$ cat src/rtl/ivc_pkg.sv
package ivc_pkg;
  localparam int unsigned LVL_N = 2;

  typedef enum logic [2:0] {
    ST_IDLE,
    ST_PUSH_HI,
    ST_JUMP,
    ST_POP_A,
    ST_POP_B,
    ST_POP_C
  } ivc_state_e;
endpackage

$ cat src/rtl/ivc_pick.sv
module ivc_pick #(
  parameter int N = 5,
  localparam int IW = (N > 1) ? $clog2(N) : 1
) (
  input  logic [N-1:0]  req,
  output logic          any,
  output logic [IW-1:0] idx
);
  always_comb begin
    any = |req;
    idx = '0;
    for (int i = N - 1; i >= 0; i--) begin
      if (req[i]) idx = IW'(i);
    end
  end
endmodule

$ cat src/rtl/ivc_vector.sv
module ivc_vector #(
  parameter int N        = 5,
  parameter int PC_W     = 16,
  parameter int VEC_BASE = 3,
  parameter int VEC_STEP = 8,
  localparam int IW = (N > 1) ? $clog2(N) : 1
) (
  input  logic [IW-1:0]   idx,
  output logic [PC_W-1:0] vec
);
  always_comb vec = PC_W'(VEC_BASE + int'(idx) * VEC_STEP);
endmodule

$ cat src/rtl/ivc_arbiter.sv
module ivc_arbiter import ivc_pkg::*; #(
  parameter int N = 5,
  localparam int IW = (N > 1) ? $clog2(N) : 1
) (
  input  logic             clk,
  input  logic             rst,
  input  logic [N-1:0]     pend,
  input  logic [N-1:0]     hi_sel,
  input  logic             set_en,
  input  logic             set_lvl,
  input  logic             clr_en,
  output logic             grant_valid,
  output logic             grant_lvl,
  output logic [IW-1:0]    grant_idx,
  output logic [LVL_N-1:0] insv
);
  logic [LVL_N-1:0][N-1:0]  lvl_req;
  logic [LVL_N-1:0]         lvl_any;
  logic [LVL_N-1:0][IW-1:0] lvl_idx;
  logic [LVL_N-1:0]         insv_q;

  for (genvar g = 0; g < LVL_N; g++) begin : g_lvl
    if (g == LVL_N - 1) begin : g_high
      assign lvl_req[g] = pend & hi_sel;
    end else begin : g_low
      assign lvl_req[g] = pend & ~hi_sel;
    end
    ivc_pick #(.N(N)) u_pick (
      .req (lvl_req[g]),
      .any (lvl_any[g]),
      .idx (lvl_idx[g])
    );
  end

  always_comb begin
    grant_valid = 1'b0;
    grant_lvl   = 1'b0;
    grant_idx   = '0;
    if (lvl_any[1] && !insv_q[1]) begin
      grant_valid = 1'b1;
      grant_lvl   = 1'b1;
      grant_idx   = lvl_idx[1];
    end else if (lvl_any[0] && (insv_q == '0)) begin
      grant_valid = 1'b1;
      grant_idx   = lvl_idx[0];
    end
  end

  always_ff @(posedge clk) begin
    if (rst) begin
      insv_q <= '0;
    end else begin
      if (set_en) insv_q[set_lvl] <= 1'b1;
      if (clr_en) begin
        if (insv_q[1]) insv_q[1] <= 1'b0;
        else           insv_q[0] <= 1'b0;
      end
    end
  end

  assign insv = insv_q;

  // a level is never entered while it is already in service
  a_r8_no_reentry: assert property (@(posedge clk) disable iff (rst)
    set_en |-> !insv_q[set_lvl]);

  // one return never drops both levels at once
  a_r10_single_clear: assert property (@(posedge clk) disable iff (rst)
    !($fell(insv_q[0]) && $fell(insv_q[1])));

  // low level only becomes active while high is idle
  a_r7_low_under_high: assert property (@(posedge clk) disable iff (rst)
    $rose(insv_q[0]) |-> !$past(insv_q[1]));
endmodule

$ cat src/rtl/irq_vector_ctrl.sv
module irq_vector_ctrl import ivc_pkg::*; #(
  parameter int N_SRC    = 5,
  parameter int BYTE_W   = 8,
  parameter int SP_W     = 8,
  parameter int SP_INIT  = 7,
  parameter int VEC_BASE = 3,
  parameter int VEC_STEP = 8,
  localparam int PC_W = 2 * BYTE_W,
  localparam int IW   = (N_SRC > 1) ? $clog2(N_SRC) : 1
) (
  input  logic              clk,
  input  logic              rst,
  input  logic [N_SRC-1:0]  irq_req,
  input  logic              irq_glob_en,
  input  logic [N_SRC-1:0]  irq_src_en,
  input  logic [N_SRC-1:0]  irq_src_hi,
  input  logic              insn_boundary,
  input  logic              retn_strobe,
  input  logic [PC_W-1:0]   pc_now,
  output logic              stk_we,
  output logic [SP_W-1:0]   stk_waddr,
  output logic [BYTE_W-1:0] stk_wdata,
  output logic              stk_re,
  output logic [SP_W-1:0]   stk_raddr,
  input  logic [BYTE_W-1:0] stk_rdata,
  output logic              redirect_valid,
  output logic [PC_W-1:0]   redirect_pc,
  output logic              resume_valid,
  output logic [PC_W-1:0]   resume_pc,
  output logic [LVL_N-1:0]  in_service,
  output logic              ctrl_busy,
  output logic [SP_W-1:0]   sp_now
);
  ivc_state_e        state_q;
  logic [SP_W-1:0]   sp_q;
  logic [BYTE_W-1:0] pc_hi_q;
  logic [BYTE_W-1:0] pop_hi_q;
  logic [IW-1:0]     idx_q;
  logic              lvl_q;

  logic [N_SRC-1:0]  pend;
  logic              grant_valid;
  logic              grant_lvl;
  logic [IW-1:0]     grant_idx;
  logic [PC_W-1:0]   vec_addr;

  assign pend = irq_req & irq_src_en & {N_SRC{irq_glob_en}};

  ivc_arbiter #(.N(N_SRC)) u_arb (
    .clk         (clk),
    .rst         (rst),
    .pend        (pend),
    .hi_sel      (irq_src_hi),
    .set_en      (state_q == ST_JUMP),
    .set_lvl     (lvl_q),
    .clr_en      (state_q == ST_POP_C),
    .grant_valid (grant_valid),
    .grant_lvl   (grant_lvl),
    .grant_idx   (grant_idx),
    .insv        (in_service)
  );

  ivc_vector #(
    .N(N_SRC), .PC_W(PC_W), .VEC_BASE(VEC_BASE), .VEC_STEP(VEC_STEP)
  ) u_vec (
    .idx (idx_q),
    .vec (vec_addr)
  );

  always_ff @(posedge clk) begin
    if (rst) begin
      state_q        <= ST_IDLE;
      sp_q           <= SP_W'(SP_INIT);
      pc_hi_q        <= '0;
      pop_hi_q       <= '0;
      idx_q          <= '0;
      lvl_q          <= 1'b0;
      stk_we         <= 1'b0;
      stk_waddr      <= '0;
      stk_wdata      <= '0;
      stk_re         <= 1'b0;
      stk_raddr      <= '0;
      redirect_valid <= 1'b0;
      redirect_pc    <= '0;
      resume_valid   <= 1'b0;
      resume_pc      <= '0;
    end else begin
      redirect_valid <= 1'b0;
      resume_valid   <= 1'b0;
      stk_we         <= 1'b0;
      stk_re         <= 1'b0;
      unique case (state_q)
        ST_IDLE: begin
          if (retn_strobe) begin
            stk_re    <= 1'b1;
            stk_raddr <= sp_q;
            sp_q      <= sp_q - SP_W'(1);
            state_q   <= ST_POP_A;
          end else if (insn_boundary && grant_valid) begin
            idx_q     <= grant_idx;
            lvl_q     <= grant_lvl;
            pc_hi_q   <= pc_now[PC_W-1:BYTE_W];
            stk_we    <= 1'b1;
            stk_waddr <= sp_q + SP_W'(1);
            stk_wdata <= pc_now[BYTE_W-1:0];
            sp_q      <= sp_q + SP_W'(1);
            state_q   <= ST_PUSH_HI;
          end
        end
        ST_PUSH_HI: begin
          stk_we    <= 1'b1;
          stk_waddr <= sp_q + SP_W'(1);
          stk_wdata <= pc_hi_q;
          sp_q      <= sp_q + SP_W'(1);
          state_q   <= ST_JUMP;
        end
        ST_JUMP: begin
          redirect_valid <= 1'b1;
          redirect_pc    <= vec_addr;
          state_q        <= ST_IDLE;
        end
        ST_POP_A: begin
          stk_re    <= 1'b1;
          stk_raddr <= sp_q;
          sp_q      <= sp_q - SP_W'(1);
          state_q   <= ST_POP_B;
        end
        ST_POP_B: begin
          pop_hi_q <= stk_rdata;
          state_q  <= ST_POP_C;
        end
        ST_POP_C: begin
          resume_valid <= 1'b1;
          resume_pc    <= {pop_hi_q, stk_rdata};
          state_q      <= ST_IDLE;
        end
        default: state_q <= ST_IDLE;
      endcase
    end
  end

  assign ctrl_busy = (state_q != ST_IDLE);
  assign sp_now    = sp_q;

  // low-byte write is followed by the high byte one address up
  a_r3_hi_follows_lo: assert property (@(posedge clk) disable iff (rst)
    $rose(stk_we) |=> stk_we && (stk_waddr == $past(stk_waddr) + SP_W'(1)));

  // exactly two writes per acceptance
  a_r3_pair_only: assert property (@(posedge clk) disable iff (rst)
    (stk_we && $past(stk_we)) |=> !stk_we);

  // second read is one address below the first
  a_r9_read_down: assert property (@(posedge clk) disable iff (rst)
    $rose(stk_re) |=> stk_re && (stk_raddr == $past(stk_raddr) - SP_W'(1)));

  // reads and writes never overlap
  a_r9_no_overlap: assert property (@(posedge clk) disable iff (rst)
    !(stk_we && stk_re));

  // redirect is a single-cycle pulse
  a_r2_single_pulse: assert property (@(posedge clk) disable iff (rst)
    redirect_valid |=> !redirect_valid);

  // redirect target lies on the vector grid
  a_r2_vector_grid: assert property (@(posedge clk) disable iff (rst)
    redirect_valid |-> (((int'(redirect_pc) - VEC_BASE) % VEC_STEP) == 0) &&
                       (int'(redirect_pc) < VEC_BASE + VEC_STEP * N_SRC));
endmodule

$ cat config.mk
export PLATFORM = sky130hd
export DESIGN_NAME = irq_vector_ctrl
export DESIGN_NICKNAME = d
export VERILOG_FILES = /design/src/rtl/ivc_pkg.sv /design/src/rtl/ivc_pick.sv /design/src/rtl/ivc_vector.sv /design/src/rtl/ivc_arbiter.sv /design/src/rtl/irq_vector_ctrl.sv
export SDC_FILE = /design/constraint.sdc
export NUM_CORES = 1
export LEC_CHECK = 0
export ABC_AREA = 0
export CAP_MARGIN = 20
export CORE_MARGIN = 2
export CORE_UTILIZATION = 42
export CTS_CLUSTER_DIAMETER = 200
export DETAILED_ROUTE_END_ITERATION = 8
export PLACE_DENSITY_LB_ADDON = 0.3
export SLEW_MARGIN = 30
export SYNTH_ARGS = -nofsm -noshare
export SYNTH_HDL_FRONTEND = slang
export SYNTH_SLANG_ARGS = --single-unit
$ cat constraint.sdc
create_clock -name clk -period 2.4 [get_ports clk]
set_input_delay 0.72 -clock clk [delete_from_list [all_inputs] [get_ports clk]]
set_output_delay 0.72 -clock clk [all_outputs]
set_load 0.01 [all_outputs]
## After elaboration in Yosys (flattened, before gate mapping)

Index checks and enable logic that the tools add are counted.

| word-level totals | value |
|---|---|
| register bits after elaboration | 93 |
| input port bits | 44 |
| word-level logic and storage cells | 95 |

| operators by class | value |
|---|---|
| add/subtract/negate cells | 3 |
| $lt $le $gt $ge | 2 |
| equal/unequal tests | 9 |
| multiplexer cells | 41 |
| bitwise logic cells | 7 |
| reduce and logical (&&, ||, !) cells | 17 |

Operators with widths:

| cell | count |
|---|---|
| 8-bit two-way mux | 6 |
| 8-bit one-hot mux with 2 select lines | 3 |
| 3-bit two-way mux | 14 |
| 8-bit one-hot mux with 3 select lines | 1 |
| 5-bit AND | 4 |
| 3-bit one-hot mux with 4 select lines | 1 |
| 1-bit two-way mux | 11 |
| 5-bit OR reduction | 2 |
| 8-bit by 1-bit adder with 8-bit output, second input constant | 1 |
| 8-bit by 1-bit subtractor with 8-bit output, second input constant | 1 |
| 2-bit by 6-bit adder with 7-bit output, first input constant | 1 |
| 3-bit by 2-bit equality test with 1-bit output, second input constant | 2 |
| 3-bit equality test, second input constant | 2 |
| 2-bit != test, second input constant | 3 |
| 3-bit AND reduction | 2 |
| 3-bit nonzero test | 2 |
| 5-bit inverter | 1 |
| 1-bit logical AND | 4 |
| 2-bit two-way mux | 2 |
| 1-bit one-hot mux with 2 select lines | 2 |
| 2-bit AND reduction | 2 |
| 2-bit nonzero test | 2 |
| 3-bit by 1-bit equality test with 1-bit output, second input constant | 1 |
| 3-bit logical NOT | 1 |
| 8 further kinds | 8 |

## Logic depth before layout (Yosys ltp)

| logic depth | value |
|---|---|
| depth after elaboration | 11 |
| gate-level depth with buffers | 9 |
| mapped depth without buffers | 7 |

## Hierarchy

Synthesis repeated with hierarchy kept, for this count alone.

| unflattened totals | value |
|---|---|
| cells, all modules | 514 |
| area total of the unflattened synthesis | 4,047.6 um2 |

Modules (own cells, without submodules):

| module | instances | cells an instance | area each (um2) |
|---|---|---|---|
| irq_vector_ctrl | 1 | 449 | 3,589.7 |
| ivc_arbiter | 1 | 31 | 232.7 |
| ivc_vector | 1 | 18 | 127.6 |
| ivc_pick | 2 | 8 | 48.8 |

## Worst setup path after synthesis

No wires, ideal clock.

| timing path | value |
|---|---|
| path kind | input to register |
| from | input irq_glob_en |
| to | register sp_q[3], in the netlist sp_now[3] |
| arrival | 2,227 ps |
| required time | 2,279 ps |
| setup slack | 52 ps |
| stages | 8 |
| cells stage by stage | buf_6 and4b_4 nor4b_4 o31ai_4 o31ai_4 buf_6 a21oi_2 mux2_4 |

| between the ends | value |
|---|---|
| word-level cells in the longest chain between the ends | 9 |
| elaborated cells on any way between the ends | 12 |

RTL lines:

| item | line | text |
|---|---|---|
| start, declared | irq_vector_ctrl.sv:14 | `input logic irq_glob_en,` |
| 5-bit AND * | irq_vector_ctrl.sv:47 | `assign pend = irq_req & irq_src_en & {N_SRC{irq_glob_en}};` |
| 5-bit AND | ivc_arbiter.sv:26 | `assign lvl_req[g] = pend & ~hi_sel;` |
| 5-bit OR reduction | ivc_pick.sv:10 | `any = \|req;` |
| 1-bit logical AND | ivc_arbiter.sv:43 | `end else if (lvl_any[0] && (insv_q == '0)) begin` |
| 1-bit two-way mux | ivc_arbiter.sv:43 |  |
| 1-bit two-way mux * | ivc_arbiter.sv:39 | `if (lvl_any[1] && !insv_q[1]) begin` |
| 1-bit logical AND * | irq_vector_ctrl.sv:99 | `end else if (insn_boundary && grant_valid) begin` |
| 3-bit != test (no line) * | n/a |  |
| 2-bit AND reduction (no line) * | n/a |  |
| end signal, assigned | irq_vector_ctrl.sv:97 | `sp_q <= sp_q - SP_W'(1);` |
| end signal, assigned | irq_vector_ctrl.sv:106 | `sp_q <= sp_q + SP_W'(1);` |
| end signal, assigned | irq_vector_ctrl.sv:114 | `sp_q <= sp_q + SP_W'(1);` |
| end, declared | irq_vector_ctrl.sv:35 | `logic [SP_W-1:0] sp_q;` |

Mark *: on every way between the ends. The rest lies on a longest branch, timed or not.
A chain may end at the register's enable or synchronous reset.

## Worst setup path after layout

| timing path | value |
|---|---|
| from | input irq_req[1] |
| to | register stk_wdata[6] |

| between the ends | value |
|---|---|
| word-level cells in the longest chain between the ends | 10 |
| elaborated cells on any way between the ends | 13 |

RTL lines:

| item | line | text |
|---|---|---|
| start, declared | irq_vector_ctrl.sv:13 | `input logic [N_SRC-1:0] irq_req,` |
| 5-bit AND * (2 in series) | irq_vector_ctrl.sv:47 |  |
| 5-bit AND | ivc_arbiter.sv:26 |  |
| 5-bit OR reduction | ivc_pick.sv:10 |  |
| 1-bit logical AND | ivc_arbiter.sv:43 |  |
| 1-bit two-way mux | ivc_arbiter.sv:43 |  |
| 1-bit two-way mux * | ivc_arbiter.sv:39 |  |
| 1-bit logical AND * | irq_vector_ctrl.sv:99 |  |
| 2-bit != test (no line) * | n/a |  |
| 3-bit AND reduction (no line) * | n/a |  |
| end signal, assigned | irq_vector_ctrl.sv:105 | `stk_wdata <= pc_now[BYTE_W-1:0];` |
| end signal, assigned | irq_vector_ctrl.sv:113 | `stk_wdata <= pc_hi_q;` |
| end, declared | irq_vector_ctrl.sv:22 | `output logic [BYTE_W-1:0] stk_wdata,` |

Marks and branches as above.

==> out/metrics.yaml <==
drt:
  via_per_inst: 5.10
  ant_nets: 0
  totalWireLength_mm: 9.12
  wl_per_cell_um: 13.7
  drcViolationCount: 0
  first_iter_violations: 123
  vias: 3390
  dr.pass1.iters: 5
worst_hold_path:
  min-delay-start: "pc_hi_q[2]"
  hold_path_class: "reg -> reg"
timing:
  fin_hold_ws_ns: 0.456
  worstMarginPinSlew_ns: 0.725
  rsz0062_at_grt: "no"
  timing.slew.headroom_pct: 51.7
  finClkSkew_ns: 0.00875
  final_max_slew_viol_count: 0
  final.min_clock_period_ns: 2.29
  setup_viol: 0
  timing.fmax_ghz: 0.436
  finalHoldViolCount: 0
  layout_worst_path_cycle_share_pct: 95.5
cells_and_area:
  drive_gt1_share_pct: 13.0
  final_common_cell: "nand2_1"
  most-common-layout-cells: "nand2_1, clkdlybuf4s50_1, dfxtp_1"
  finalNonFillerCells: 665
  area_delta_synth_final_pct: 41.0
  utilization_pct: 61.9
  finalNetCount: 602
  diodes: 0
worst_setup_path:
  end_kind: "flip-flop"
  worstPathRequired_ns: 2.66
  crit_fanout: 19
  cp.arrival_ns: 2.55
  crit_path_start_kind: "primary input"
  r2r-start: "state_q[2]"
  crit_type: "in -> reg"
  crit_path_start: "irq_req[1]"
global_routing:
  overflow: 0
  grt_pass1_vias: 3178
  grt_pass1_wl_mm: 14.9
  antenna_found_initial: 0
  grt_max_degree: 43
  grt.total_usage_pct: 19.1
yosys:
  synth_top_area_cell: "dfxtp_1"
  ys.flop_type: "dfxtp_1"
  synth_cells: 439
  synthDistinctLibCells: 54
  synth-edff-count: 0
  syn_area_um2: 3640
  synth.area.top_cells: "dfxtp_1, nand2_1, a21oi_1, nor2_1, mux2i_1"
  synth_seq_cells: 81
  ys_seq_area_share_pct: 44.5
  synth_top_area_share_pct: 44.5
  yosysWarningCount: 0
  avgSynthCellArea_um2: 8.30
  async_flop_share_pct: 0
die:
  ios: 115
  num_rows: 33
  die_area_um2: 9430
  die_x_um: 97.1
  core_area_um2: 8300
  start_util_pct: 43.9
  die_h_um: 97.1
clocking:
  cts_sinks: 81
  clk_pin_slew_ns: 0.08
  cts_tree: "yes"
  numCtsBuffers: 9
  max-clock-path-buffers: 2
  cts_root_buf: "clkbuf_8"
  insertion_delay_ns: 0.35
  hold_buffers: 0
  htreeDepth: 3
placed_design:
  dp_hpwl_mm: 6.36
  port_buffers: 103
  place_congestion: 0.880
  dp_cells: 643
pwr:
  power_density_nw_per_um2: 671
  ir_worst_vdd_v: 0.000444
  p_leak_nw: 1.95
outcome:
  outcome: "finished, final reports clean"
job:
  maxCapViolCount: 0
## routing by layer
metal  wire length, µm  GRT usage (%)  up-vias  share of wire, %
li1                  -              -     1725                 -
met1              4130           23.9     1577                45
met2              4380           32.1       79                48
met3               482           4.39        9               5.3
met4               134           6.93        0               1.5
met5                 0              0        -                 0
## cell usage after synthesis (2+ instances only)
cell type and n:
a211oi_1 7, a21oi_1 50, a21oi_2 2, a311oi_1 9
and4b_4 2, buf_1 2, buf_2 5, buf_4 14
buf_6 4, clkbuf_1 17, dfxtp_1 81, ha_1 2
inv_1 5, mux2i_1 12, nand2_1 99, nand2b_1 4
nand3_1 4, nand3b_1 3, nand4_1 7, nand4b_1 2
nor2_1 38, nor2b_1 5, nor3_1 15, nor4_1 4
o21ai_0 7, o31ai_4 2, or3_1 4, xnor2_1 5
xor2_1 3
## metrics by stage
stage / total power, mW / setup TNS (ns) / instance area (µm²) / worst slack [ns]
floorplan: 2.01 / 0 / 3680 / 0.0520
global placement: 2.36 / -15.41 / 4840 / -0.491
detailed placement: 2.38 / -18.73 / 4840 / -0.572
CTS: 3.47 / 0 / 5090 / 0.00292
global route: 3.62 / 0 / 5130 / 0.0141
finish: 3.44 / 0 / 5130 / 0.108
## flip-flops by register name, summed over array words and instances, names as in the netlist
register        count
stk_waddr           8
u_arb.insv          2
stk_wdata           8
stk_raddr           8
sp_now              8
pop_hi_q            8
stk_re              1
redirect_pc         4
idx_q               3
redirect_valid      1
lvl_q               1
stk_we              1
pc_hi_q             8
resume_valid        1
state_q             3
resume_pc          16
## cell families (layout without fill, tap and decap cells)
family / count (synthesis) / after routing / synth area share, %
simple gates: 198 / 198 / 25.6
compound gates: 89 / 89 / 16.2
flops: 81 / 81 / 44.5
buf+inv: 47 / 158 / 7.28
mux: 13 / 13 / 3.71
xor+xnor: 8 / 8 / 1.92
fa+ha+maj: 2 / 2 / 0.687
other cells: 1 / 11 / 0.103
## final cells by class
type                            count  area [µm²]
Fill cell                         754        3160
Multi-Input combinational cell    321        1830
Sequential cell                    81        1620
Timing Repair Buffer              138        1320
Tap cell                          105         131
Clock buffer                       10         128
Clock inverter                      5        81.3
Inverter                            5        18.8
## power breakdown
| part | leakage, nW | internal [mW] | switching [mW] |
|---|---|---|---|
| sequential | 0.659 | 1.44 | 0.0905 |
| combinational | 1.19 | 0.452 | 0.403 |
| clock | 0.102 | 0.581 | 0.479 |
## final timing paths
kind	to	cells past startpoint	slack, ns
setup reg to reg	sp_now[4]	7	0.38
setup / recovery	stk_wdata[6]	9	0.11
hold reg to reg	pc_hi_q[2]	2	0.46
hold / removal	pc_hi_q[2]	2	0.46
## repair_timing
action                     4_1_cts  5_1_grt
gates resized for setup         15       13
setup endpoints to repair       37       31
pin swaps                       10        5
buffers inserted                 5        2
## worst max-delay path, cell delays in order
cell           delay [ns]
dlygate4sd2_1        0.26
and4b_4              0.21
nor4b_4              0.36
o31ai_4              0.12
buf_4                0.15
o211ai_2             0.19
buf_12               0.18
nand2_1              0.08
a311oi_2             0.27
Note: power is estimated with default switching activity, not from simulation.
